--- src/rtl/fir_pkg.sv ---
package fir_pkg;

  // Width needed to hold an exact sum of NTAPS products of XW x CW bits
  function automatic int sum_width(input int xw, input int cw, input int ntaps);
    return xw + cw + $clog2(ntaps);
  endfunction

endpackage

--- src/rtl/fir_tap.sv ---
// One stage of the transposed chain: constant multiply, add the upper
// partial sum, register. The register doubles as one sample of delay.
module fir_tap #(
  parameter int XW = 8,
  parameter int CW = 8,
  parameter int SW = 21,
  parameter logic signed [CW-1:0] COEF = '0
) (
  input  logic          clk,
  input  logic          rst,
  input  logic          en,
  input  logic [XW-1:0] x,
  input  logic [SW-1:0] upper,
  output logic [SW-1:0] psum_q
);
  localparam int PW = XW + CW;

  logic signed [PW-1:0] prod;
  logic        [SW-1:0] prod_ext;
  logic        [SW-1:0] sum_d;

  always_comb begin
    prod     = $signed(x) * COEF;
    prod_ext = {{(SW-PW){prod[PW-1]}}, prod};
    sum_d    = prod_ext + upper;
  end

  always_ff @(posedge clk) begin
    if (rst)
      psum_q <= '0;
    else if (en)
      psum_q <= sum_d;
  end
endmodule

--- src/rtl/fir_valid_reg.sv ---
// Registered sample-valid flag, aligned with the tap-0 register.
module fir_valid_reg (
  input  logic clk,
  input  logic rst,
  input  logic vin,
  output logic vout
);
  always_ff @(posedge clk) begin
    if (rst)
      vout <= 1'b0;
    else
      vout <= vin;
  end
endmodule

--- src/rtl/fir_transposed.sv ---
module fir_transposed #(
  parameter int XW    = 8,
  parameter int CW    = 8,
  parameter int NTAPS = 25,
  // Tap i coefficient lives in COEF_VEC[i*CW +: CW]; tap 0 is the LSB field
  parameter logic [NTAPS*CW-1:0] COEF_VEC = {
    8'd0, 8'd0, 8'd0, 8'd0, 8'd0, 8'd0, 8'd0,
    8'd0, 8'd0, 8'd0, 8'd0, 8'd0, 8'd0, 8'd0,
    8'd1, 8'd2, 8'd3, 8'd4, 8'd5, 8'd6, 8'd7,
    8'd8, 8'd9, 8'd10, 8'd0 }
) (
  input  logic                                         clk,
  input  logic                                         rst,
  input  logic                                         in_valid,
  input  logic [XW-1:0]                                in_data,
  output logic                                         out_valid,
  output logic [fir_pkg::sum_width(XW, CW, NTAPS)-1:0] out_data
);
  localparam int SW = fir_pkg::sum_width(XW, CW, NTAPS);

  // psum[i] is the registered partial sum of tap i; psum[NTAPS] is the
  // constant zero that feeds the top of the chain.
  logic [SW-1:0] psum [NTAPS+1];

  assign psum[NTAPS] = '0;

  for (genvar i = 0; i < NTAPS; i++) begin : g_tap
    fir_tap #(
      .XW  (XW),
      .CW  (CW),
      .SW  (SW),
      .COEF(COEF_VEC[i*CW +: CW])
    ) u_tap (
      .clk   (clk),
      .rst   (rst),
      .en    (in_valid),
      .x     (in_data),
      .upper (psum[i+1]),
      .psum_q(psum[i])
    );
  end

  fir_valid_reg u_vld (
    .clk (clk),
    .rst (rst),
    .vin (in_valid),
    .vout(out_valid)
  );

  assign out_data = psum[0];
endmodule

--- config.mk ---
export PLATFORM = sky130hd
export DESIGN_NAME = fir_transposed
export DESIGN_NICKNAME = d
export VERILOG_FILES = /design/src/rtl/fir_pkg.sv /design/src/rtl/fir_tap.sv /design/src/rtl/fir_valid_reg.sv /design/src/rtl/fir_transposed.sv
export SDC_FILE = /design/constraint.sdc
export NUM_CORES = 1
export LEC_CHECK = 0
export BUFFER_PORTS_ARGS = -buffer_cell sky130_fd_sc_hd__buf_2
export CORE_ASPECT_RATIO = 0.7
export CORE_MARGIN = 2
export CORE_UTILIZATION = 40
export CTS_BUF_LIST = sky130_fd_sc_hd__clkbuf_4 sky130_fd_sc_hd__clkbuf_8
export DETAILED_ROUTE_END_ITERATION = 8
export PLACE_DENSITY = 0.55
export SYNTH_ARGS = -nofsm -noshare
export SYNTH_HDL_FRONTEND = slang
export SYNTH_SLANG_ARGS = --single-unit
--- constraint.sdc ---
create_clock -name clk -period 8 [get_ports clk]
set_clock_uncertainty 0.15 [all_clocks]
set_input_delay 1.6 -clock clk [delete_from_list [all_inputs] [get_ports clk]]
set_output_delay 1.6 -clock clk [all_outputs]
set_load 0.05 [all_outputs]
==> impl_metrics.py <==
metrics = {
    "run_status": {
        "status": "completed",
    },
    "cells_and_area": {
        "area_delta_synth_final_pct": 9.554,
        "num_antenna_cells": 0,
        "nets": 2132,
        "stdcell_count": 2459,
        "utilization_pct": 44.74,
        "layout-drive-gt1-share_pct": 7.764,
        "num-fill-cells": 3931,
        "design_area_um2": 17330,
    },
    "placed_design": {
        "dp_hpwl_um": 30370,
        "place.gp.congestion": 0.8488,
        "post-place-ws_ps": 873.7,
        "dp_cells": 2391,
        "numPortBuffers": 32,
        "place_area_um2": 16500,
    },
    "route": {
        "vias": 13460,
        "drc": 0,
        "via_per_inst": 5.474,
        "drtAntennaViolNets": 0,
        "dr.pass1.iters": 5,
        "drtIter0Drc": 635,
        "drt_wl_total_um": 41700,
        "wl_per_cell_um": 16.96,
    },
    "yosys": {
        "synth_ff_type": "dfxtp_1",
        "synthCells": 1885,
        "synth_fp_nets": 2112,
        "ys_ff_latch": 208,
        "synth_edf_count": 0,
        "synth_cell_types": 88,
        "yosysWarnings": 0,
        "ys_seq_area_share_pct": 26.32,
        "syn_avg_cell_area_um2": 8.393,
        "async_flop_share_pct": 0,
        "netlist_area_um2": 15820,
    },
    "timing": {
        "rsz0062_at_grt": "false",
        "min_period_over_period_pct": 81.59,
        "report.final.slew_viol_count": 0,
        "post-route-min-period_ps": 6527,
        "fmaxAchievable_ghz": 0.1532,
        "relSlewSlack_pct": 20.62,
        "finalHoldViolCount": 0,
        "tightest_slew_ps": 1182,
        "setup_slack_ps": 1473,
        "tns_ps": 0,
        "setup_viol": 0,
    },
    "cts": {
        "cts.path.max_buffers": 3,
        "numCtsBuffers": 39,
        "cts_tree": "done",
        "cts_hold_buf": 0,
        "insertion_delay_ps": 570,
        "clockRootBuffer": "clkbuf_8",
        "clk_pin_slew_worst_paths_ps": 60,
        "cts.sinks": 208,
        "post_cts_buffers": 0,
        "post_cts_resize_count": 0,
        "htree_num_levels": 2,
    },
    "setup_path": {
        "worstPathArrival_ps": 6850,
        "cp.required_ps": 8320,
        "worst-setup-path-type": "in -> reg",
        "start_kind": "primary input",
        "cp-end-kind": "flop",
        "critPathMaxFanout": 13,
    },
    "die": {
        "die_w_um": 241.7,
        "core_area_um2": 38740,
        "start_util_pct": 40.84,
        "row_count": 60,
        "die_h_um": 170.4,
        "dieArea_um2": 41180,
        "io_pins": 33,
    },
    "grt": {
        "grt_max_degree": 113,
        "grt-ovfl-total": 0,
        "antenna_found_initial": 0,
        "grt_pass1_vias": 13470,
        "grt_pass1_wl_um": 69080,
        "grt_usage_pct": 20.57,
    },
    "run": {
        "cap_violations": 0,
    },
    "power_and_ir_drop": {
        "vdd_drop_max_mv": 0.1251,
        "p_leak_nw": 7.801,
        "pwr_density_cell_nw_per_um2": 279.6,
    },
    "worst_hold_path": {
        "hp-class": "reg -> reg",
    },
}
## cell families (layout without fill, tap and decap cells)
kind of cell | count (synthesis) | after routing | share of synthesized area [%]
buf+inv | 144 | 191 | 3.551
compound gates | 564 | 564 | 23.63
mux | 93 | 93 | 5.892
xor+xnor | 121 | 121 | 6.699
fa+ha+maj | 216 | 216 | 17.89
flops | 208 | 208 | 26.32
simple gates | 539 | 539 | 16.02
## path summary, 6_finish.rpt
check	startpoint	end	slack, ps	cells past startpoint
setup / recovery	in_data[1]	g_tap[4].u_tap.psum_q[20]	1470	18
hold / removal	g_tap[1].u_tap.psum_q[17]	g_tap[1].u_tap.psum_q[17]	300	2
setup reg to reg	g_tap[5].u_tap.psum_q[0]	g_tap[4].u_tap.psum_q[18]	4920	9
hold reg to reg	g_tap[1].u_tap.psum_q[17]	g_tap[1].u_tap.psum_q[17]	300	2
## layer usage
metal,up-vias,global-route usage [%],wire length (um)
li1,6941,-,-
met1,6270,28.78,21510
met2,190,33.63,18080
met3,60,2.823,1468
met4,0,4.589,634
met5,-,0,0
## stage by stage
stage | power [W] | hold slack [ps]
4_1_cts | 0.004884 | 306.7
5_1_grt | 0.005256 | 334.0
3_3_place_gp | 0.003671 | 289.7
2_1_floorplan | 0.003204 | 274.8
3_5_place_dp | 0.003711 | 294.2
6_report | 0.004847 | 300.8
## power by group
| group | switching (W) | total [W] | internal, W |
|---|---|---|---|
| combinational | 0.00135 | 0.00234 | 0.000990 |
| clock | 0.000483 | 0.00113 | 0.000651 |
| sequential | 0.000131 | 0.00138 | 0.00124 |
| total | 0.00196 | 0.00485 | 0.00288 |
## Yosys cell counts (22+ instances only)
cell,number,area share [%]
nor2_1,229,5.4
dfxtp_1,208,26
ha_1,199,16
a21oi_1,146,4.6
o21ai_0,127,4.0
nand2_1,113,2.7
mux2i_1,92,5.8
xnor2_1,83,4.6
inv_1,80,1.9
a21o_1,52,2.5
a211oi_1,45,2.1
clkbuf_1,44,1.0
nor3_1,38,1.2
xor2_1,38,2.1
o21a_1,29,1.4
nand3_1,27,0.85
nor2b_1,25,0.99
o21bai_1,22,1.0
## critical path: stages
cell	delay, ps
buf_2	320
ha_1	330
xor2_1	360
ha_1	350
ha_1	300
nand4_1	120
a21oi_1	230
o31a_1	200
o21ai_0	120
xnor2_1	960
ha_1	500
a21oi_1	190
nor2_1	60
a211oi_1	310
a21oi_1	180
a211o_1	310
and4_1	170
o31ai_1	220
## registers in the layout (all words and copies together), names as in the netlist
name,cells
u_vld.vout,1
g_tap.u_tap.psum_q,207
## layout by cell type, fill, tap and decap left out, types with 12 or more instances in the layout
cell type / netlist / routed
inv_1: 80 / 80
dfxtp_1: 208 / 208
mux2i_1: 92 / 92
clkbuf_8: 0 / 51
a21oi_1: 146 / 146
nand3_1: 27 / 27
a31oi_1: 14 / 14
nor2_1: 229 / 228
ha_1: 199 / 199
clkbuf_4: 0 / 13
nand2_1: 113 / 112
xnor2_1: 83 / 83
a21o_1: 52 / 52
xor2_1: 38 / 38
nor2b_1: 25 / 25
o211ai_1: 14 / 14
or3_1: 15 / 15
a211oi_1: 45 / 45
nand4_1: 13 / 13
and3_1: 12 / 12
fa_1: 17 / 17
buf_2: 10 / 30
o21a_1: 29 / 29
o21bai_1: 22 / 22
o21ai_0: 127 / 127
nor3_1: 38 / 38
nand2b_1: 12 / 12
## layout make-up
class / instances / area (um2) / area share [%]
Tap cell: 527 / 659.4 / 3.805
Clock buffer: 63 / 785.8 / 4.534
Inverter: 81 / 305.3 / 1.761
Clock inverter: 5 / 50.05 / 0.2888
Timing Repair Buffer: 42 / 262.8 / 1.516
Sequential cell: 208 / 4164 / 24.03
Multi-Input combinational cell: 1533 / 11100 / 64.07
Power figures use the tool's default switching activity.
